File: src/rtl/ipt_pkg.sv
package ipt_pkg;
  localparam int unsigned DEF_PID_W  = 16;
  localparam int unsigned DEF_VPN_W  = 52;
  localparam int unsigned DEF_INFO_W = 12;
  localparam int unsigned DEF_OFF_W  = 12;
  localparam int unsigned DEF_FRAMES = 1 << 17;

  typedef enum logic {
    ST_IDLE = 1'b0,
    ST_SCAN = 1'b1
  } scan_st_e;
endpackage

File: src/rtl/ipt_entry_cmp.sv
module ipt_entry_cmp #(
  parameter int unsigned PID_W  = 16,
  parameter int unsigned VPN_W  = 52,
  parameter int unsigned INFO_W = 12,
  parameter logic [INFO_W-1:0] INFO_MASK = 1,
  parameter logic [INFO_W-1:0] INFO_VAL  = 1,
  localparam int unsigned ENT_W = PID_W + VPN_W + INFO_W
) (
  input  logic [ENT_W-1:0] entry_i,
  input  logic [PID_W-1:0] pid_i,
  input  logic [VPN_W-1:0] vpn_i,
  output logic             match_o
);
  localparam int unsigned INFO_LO = 0;
  localparam int unsigned VPN_LO  = INFO_W;
  localparam int unsigned PID_LO  = INFO_W + VPN_W;

  logic [PID_W-1:0]  ent_pid;
  logic [VPN_W-1:0]  ent_vpn;
  logic [INFO_W-1:0] ent_info;
  logic              pid_eq, vpn_eq, info_ok;

  assign ent_pid  = entry_i[PID_LO +: PID_W];
  assign ent_vpn  = entry_i[VPN_LO +: VPN_W];
  assign ent_info = entry_i[INFO_LO +: INFO_W];

  assign pid_eq  = (ent_pid == pid_i);
  assign vpn_eq  = (ent_vpn == vpn_i);
  // info bits selected by the mask must equal the required pattern (valid flag by default)
  assign info_ok = ((ent_info & INFO_MASK) == (INFO_VAL & INFO_MASK));

  assign match_o = pid_eq && vpn_eq && info_ok;
endmodule

File: src/rtl/ipt_scan_ctrl.sv
module ipt_scan_ctrl
  import ipt_pkg::*;
#(
  parameter int unsigned FRAMES = 8,
  localparam int unsigned PFN_W = (FRAMES > 1) ? $clog2(FRAMES) : 1
) (
  input  logic             clk_i,
  input  logic             rst_ni,
  input  logic             start_i,
  input  logic             match_i,
  output logic             busy_o,
  output logic             rd_en_o,
  output logic [PFN_W-1:0] rd_addr_o,
  output logic             finish_o,
  output logic             finish_hit_o,
  output logic [PFN_W-1:0] finish_idx_o
);
  localparam logic [PFN_W-1:0] LAST_IDX = PFN_W'(FRAMES - 1);

  scan_st_e         st_q;
  logic             issue_q;
  logic [PFN_W-1:0] idx_q;
  logic             cmp_vld_q;
  logic [PFN_W-1:0] cmp_idx_q;
  logic             last_cmp;

  assign last_cmp     = (cmp_idx_q == LAST_IDX);
  assign finish_o     = cmp_vld_q && (match_i || last_cmp);
  assign finish_hit_o = cmp_vld_q && match_i;
  assign finish_idx_o = cmp_idx_q;

  assign busy_o    = (st_q == ST_SCAN);
  assign rd_en_o   = issue_q;
  assign rd_addr_o = idx_q;

  always_ff @(posedge clk_i or negedge rst_ni) begin
    if (!rst_ni) begin
      st_q      <= ST_IDLE;
      issue_q   <= 1'b0;
      idx_q     <= '0;
      cmp_vld_q <= 1'b0;
      cmp_idx_q <= '0;
    end else begin
      case (st_q)
        ST_IDLE: begin
          cmp_vld_q <= 1'b0;
          if (start_i) begin
            st_q    <= ST_SCAN;
            issue_q <= 1'b1;
            idx_q   <= '0;
          end
        end
        ST_SCAN: begin
          // read data returns one cycle after the strobe: compare stage trails issue by one
          cmp_vld_q <= issue_q && !finish_o;
          cmp_idx_q <= idx_q;
          if (issue_q) begin
            if (idx_q == LAST_IDX) issue_q <= 1'b0;
            else                   idx_q   <= PFN_W'(idx_q + 1'b1);
          end
          if (finish_o) begin
            st_q    <= ST_IDLE;
            issue_q <= 1'b0;
          end
        end
        default: st_q <= ST_IDLE;
      endcase
    end
  end
endmodule

File: src/rtl/ipt_resp_reg.sv
module ipt_resp_reg #(
  parameter int unsigned PFN_W = 3,
  parameter int unsigned OFF_W = 12,
  localparam int unsigned PA_W = PFN_W + OFF_W
) (
  input  logic             clk_i,
  input  logic             rst_ni,
  input  logic             finish_i,
  input  logic             hit_i,
  input  logic [PFN_W-1:0] pfn_i,
  input  logic [OFF_W-1:0] off_i,
  output logic             done_o,
  output logic             hit_o,
  output logic             fault_o,
  output logic [PA_W-1:0]  pa_o
);
  always_ff @(posedge clk_i or negedge rst_ni) begin
    if (!rst_ni) begin
      done_o  <= 1'b0;
      hit_o   <= 1'b0;
      fault_o <= 1'b0;
      pa_o    <= '0;
    end else begin
      done_o  <= finish_i;
      hit_o   <= finish_i && hit_i;
      fault_o <= finish_i && !hit_i;
      if (finish_i && hit_i) pa_o <= {pfn_i, off_i};
    end
  end
endmodule

File: src/rtl/ipt_walker.sv
module ipt_walker
  import ipt_pkg::*;
#(
  parameter int unsigned FRAMES = DEF_FRAMES,
  parameter int unsigned PID_W  = DEF_PID_W,
  parameter int unsigned VPN_W  = DEF_VPN_W,
  parameter int unsigned INFO_W = DEF_INFO_W,
  parameter int unsigned OFF_W  = DEF_OFF_W,
  parameter logic [INFO_W-1:0] INFO_MASK = 1,
  parameter logic [INFO_W-1:0] INFO_VAL  = 1,
  localparam int unsigned PFN_W = (FRAMES > 1) ? $clog2(FRAMES) : 1,
  localparam int unsigned VA_W  = VPN_W + OFF_W,
  localparam int unsigned PA_W  = PFN_W + OFF_W,
  localparam int unsigned ENT_W = PID_W + VPN_W + INFO_W
) (
  input  logic             clk_i,
  input  logic             rst_ni,
  input  logic             req_valid_i,
  input  logic [PID_W-1:0] req_pid_i,
  input  logic [VA_W-1:0]  req_va_i,
  output logic             ready_o,
  output logic             rd_en_o,
  output logic [PFN_W-1:0] rd_addr_o,
  input  logic [ENT_W-1:0] rd_data_i,
  output logic             done_o,
  output logic             hit_o,
  output logic             fault_o,
  output logic [PA_W-1:0]  pa_o
);
  logic             busy;
  logic             accept;
  logic             match;
  logic             finish;
  logic             finish_hit;
  logic [PFN_W-1:0] finish_idx;

  logic [PID_W-1:0] pid_q;
  logic [VPN_W-1:0] vpn_q;
  logic [OFF_W-1:0] off_q;

  assign ready_o = !busy;
  assign accept  = req_valid_i && ready_o;

  always_ff @(posedge clk_i or negedge rst_ni) begin
    if (!rst_ni) begin
      pid_q <= '0;
      vpn_q <= '0;
      off_q <= '0;
    end else if (accept) begin
      pid_q <= req_pid_i;
      vpn_q <= req_va_i[OFF_W +: VPN_W];
      off_q <= req_va_i[OFF_W-1:0];
    end
  end

  ipt_entry_cmp #(
    .PID_W(PID_W), .VPN_W(VPN_W), .INFO_W(INFO_W),
    .INFO_MASK(INFO_MASK), .INFO_VAL(INFO_VAL)
  ) u_cmp (
    .entry_i (rd_data_i),
    .pid_i   (pid_q),
    .vpn_i   (vpn_q),
    .match_o (match)
  );

  ipt_scan_ctrl #(.FRAMES(FRAMES)) u_ctrl (
    .clk_i        (clk_i),
    .rst_ni       (rst_ni),
    .start_i      (accept),
    .match_i      (match),
    .busy_o       (busy),
    .rd_en_o      (rd_en_o),
    .rd_addr_o    (rd_addr_o),
    .finish_o     (finish),
    .finish_hit_o (finish_hit),
    .finish_idx_o (finish_idx)
  );

  ipt_resp_reg #(.PFN_W(PFN_W), .OFF_W(OFF_W)) u_resp (
    .clk_i    (clk_i),
    .rst_ni   (rst_ni),
    .finish_i (finish),
    .hit_i    (finish_hit),
    .pfn_i    (finish_idx),
    .off_i    (off_q),
    .done_o   (done_o),
    .hit_o    (hit_o),
    .fault_o  (fault_o),
    .pa_o     (pa_o)
  );
endmodule

File: config.mk
export PLATFORM = sky130hd
export DESIGN_NAME = ipt_walker
export DESIGN_NICKNAME = d
export VERILOG_FILES = /design/src/rtl/ipt_pkg.sv /design/src/rtl/ipt_entry_cmp.sv /design/src/rtl/ipt_scan_ctrl.sv /design/src/rtl/ipt_resp_reg.sv /design/src/rtl/ipt_walker.sv
export SDC_FILE = /design/constraint.sdc
export NUM_CORES = 1
export LEC_CHECK = 0
export ABC_AREA = 1
export BUFFER_PORTS_ARGS = -buffer_cell sky130_fd_sc_hd__buf_2
export CORE_MARGIN = 2
export CORE_UTILIZATION = 52
export DETAILED_ROUTE_END_ITERATION = 8
export GPL_TIMING_DRIVEN = 1
export HOLD_SLACK_MARGIN = 0.08
export PLACE_DENSITY = 0.81
export SLEW_MARGIN = 25
export SYNTH_ARGS = -nofsm -noshare
export SYNTH_HDL_FRONTEND = slang
export SYNTH_SLANG_ARGS = --single-unit
File: constraint.sdc
create_clock -name clk_i -period 2.6 [get_ports clk_i]
set_input_delay 0.78 -clock clk_i [delete_from_list [all_inputs] [get_ports clk_i]]
set_output_delay 0.78 -clock clk_i [all_outputs]
set_load 0.005 [all_outputs]
==> flow_summary.json <==
{
  "worst_slew_pin_slew_ns": 0.5525,
  "synth_cell_types": 27,
  "clock_sinks": 149,
  "die_h_um": 119.2,
  "fillCellCount": 1100,
  "drv_slew": 0,
  "layout-drive-gt1-share_pct": 24.17,
  "peakVddDrop_uv": 505.4,
  "post-route-drc-count": 0,
  "synth_area_leaders": "dfrtp_1 54%, nand2_1 19%, inv_1 7.0%",
  "power.switching_mw": 2.118,
  "min_path_type": "primary input to asynchronous set/reset pin",
  "fin_skew_ns": 0.01046,
  "syn_area_per_cell_um2": 7.734,
  "grt_max_degree": 130,
  "nNetsFinal": 1270,
  "setup_viol": 0,
  "p_per_area_mw_per_mm2": 799.4,
  "yosys.area.top_type": "dfrtp_1",
  "grt_usage_pct": 25.08,
  "grt_pass1_vias": 6012,
  "path_class": "flip-flop to flip-flop",
  "num_io_pins": 214,
  "worst_setup_path_end_kind": "flip-flop",
  "ant_nets": 0,
  "synth-edff-count": 0,
  "cts_made_buffers": 17,
  "crit_required_ns": 2.96,
  "ys_top_cells_by_count": "346 x nand2_1, 149 x dfrtp_1, 128 x inv_1",
  "dp_slack_ns": 0.1541,
  "clk_pin_slew_worst_paths_ns": 0.06,
  "area_delta_synth_final_pct": 28.01,
  "overflow": 0,
  "ys_warn_count": 0,
  "startpoint_type": "flip-flop",
  "rows": 42,
  "internal_power_mw": 4.949,
  "dr.first_iter.drc_count": 382,
  "final_core_util_pct": 67.57,
  "grt_pass1_wl_um": 28150,
  "maxCapViolations": 0,
  "initial_core_util_pct": 52.78,
  "io_buffers": 202,
  "setup_ws_ns": 0.1106,
  "synth-async-reset-ratio_pct": 100.0,
  "swShare_pct": 29.97,
  "clock.fmax_mhz": 401.7,
  "gp_congestion": 0.8752,
  "cts_tree": "yes",
  "core_mm2": 0.01309,
  "clk-insertion-delay-late_ns": 0.42,
  "die_area_mm2": 0.01422,
  "slew_headroom_pct": 63.17,
  "post-route-period-util_pct": 95.75,
  "hpwlAfterDp_um": 12140,
  "vias": 6271,
  "fin_crit_ns": 2.489,
  "ys_ff_latch": 149,
  "wire_per_inst_um": 13.34,
  "status": "finished clean",
  "cts_hold_buf": 0,
  "syn_nets": 1058,
  "power_mw": 7.067,
  "path_cells": "nand2_2, nor4_4, inv_2, nor4_4, ha_2, inv_1, nand2_1, nand2_2, o21ai_4, inv_2, nand4_1, inv_2, nand4_1, inv_2, a21oi_2, o21a_1",
  "finalHoldViolations": 0,
  "cts-root-buf": "clkbuf_16",
  "cpPeakStageDelay_ns": 0.43,
  "holdWs_ns": 0.2594,
  "syn_inst": 893,
  "cts-htree-levels": 4,
  "synth-main-ff-cell": "dfrtp_1",
  "antenna_found_initial": 1,
  "crit_path_frequent_cell": "inv_2",
  "via_per_inst": 4.846,
  "first_pass_iters": 5,
  "p_leak_nw": 4.884,
  "clkPwrFrac_pct": 34.6,
  "worstPathMaxFanout": 8,
  "netlist_area_mm2": 0.006907,
  "wl_um": 17270,
  "pwr-share-comb_pct": 20.4,
  "seq_area_frac_synth_pct": 53.99,
  "clk_path_buf_depth": 2,
  "critical_path_arrival_ns": 2.85,
  "seqPwrFrac_pct": 44.9,
  "crit_path_top_delay_cell": "dfrtp_1",
  "synth_most_common_cell": "nand2_1",
  "tns_ns": 0,
  "netlist.area_leader.share_pct": 53.99,
  "chipWidth_um": 119.2
}
==> logic make-up (layout without fill, tap and decap cells) <==
family	after synthesis	in the layout	synth area share [%]
compound gates	138	138	10.24
simple gates	429	429	24.44
fa+ha+maj	2	2	0.3623
xor+xnor	16	16	2.029
buf+inv	159	383	8.949
other cells	0	1	0
flops	149	149	53.99
==> worst max-delay path: cells and delay by family, from the launching register on <==
family | cells | cell delay (ns)
AND/OR/NAND/NOR | 7 | 1.06
adder cells (fa/ha/maj) | 1 | 0.20
buffers and inverters | 5 | 0.34
AO/OA/AOI/OAI | 3 | 0.39
flip-flops | 1 | 0.43
==> flip-flops by register name (all words and copies together) (netlist names), 12 cells and up <==
name,cells
off_q,12
u_ctrl.rd_addr_o,17
pid_q,16
u_ctrl.finish_idx_o,17
u_resp.pa_o,29
vpn_q,52
==> per-stage QoR <==
stage,instances,cell area (µm²)
floorplan,893,6907
global placement,1254,8145
detailed placement,1254,8145
CTS,1285,8745
global route,1293,8838
finish,1294,8841
==> final timing paths <==
kind	start	to	slack, ns	cells past startpoint
max	u_ctrl.rd_addr_o[8]$_DFFE_PN0P_	u_ctrl.rd_addr_o[13]$_DFFE_PN0P_	0.11	16
min in group clk_i	vpn_q[46]$_DFFE_PN0P_	vpn_q[46]$_DFFE_PN0P_	0.49	2
max reg2reg	u_ctrl.rd_addr_o[8]$_DFFE_PN0P_	u_ctrl.rd_addr_o[13]$_DFFE_PN0P_	0.11	16
min reg2reg	vpn_q[46]$_DFFE_PN0P_	vpn_q[46]$_DFFE_PN0P_	0.49	2
min	rst_ni	u_resp.pa_o[2]$_DFFE_PN0P_	0.26	1
max in group asynchronous	rst_ni	vpn_q[14]$_DFFE_PN0P_	1.68	2
==> final cells by class <==
class,count,area [µm²],area share (%)
inverters,131,491.7,5.562
repair buffers,221,1197,13.54
clock buffers,21,480.5,5.434
flip-flops and latches,149,3729,42.17
well taps,176,220.2,2.491
clock inverters,10,118.9,1.344
diodes,1,2.502,0.02830
multi-input cells,585,2601,29.42
==> power by group through the flow <==
stage          Sequential (mW)  Combinational, mW  Clock, mW
2_1_floorplan             3.12              0.951          0
3_3_place_gp              3.18               1.37          0
3_5_place_dp              3.20               1.42          0
4_1_cts                   3.17               1.44       2.48
5_1_grt                   3.23               1.69       2.59
6_report                  3.17               1.45       2.45
==> per-layer routing <==
metal	GRT usage [%]	vias up	part of all wire, %	wire length, µm
li1	-	3166	-	-
met1	31.51	2854	42	7241
met2	41.81	216	49	8455
met3	6.561	35	6.8	1168
met4	9.301	0	2.3	400
met5	0	-	0	0
==> repair_timing <==
item / in CTS / in global routing
gates resized for setup: 0 / 10
buffers inserted: 0 / 8
endpoints found under the setup margin: 0 / 7
==> cell usage in the layout, fill, tap and decap left out, drive strengths merged, types with 4 or more instances in the layout <==
cell type and instances:
a21oi 11, buf 221, clkbuf 21, dfrtp 149, inv 133, nand2 346
nand3 9, nand4 6, nor2 53, nor3 9, nor4 4, o21ai 122
xnor2 12, xor2 4
(Power assumes the default switching activity.)
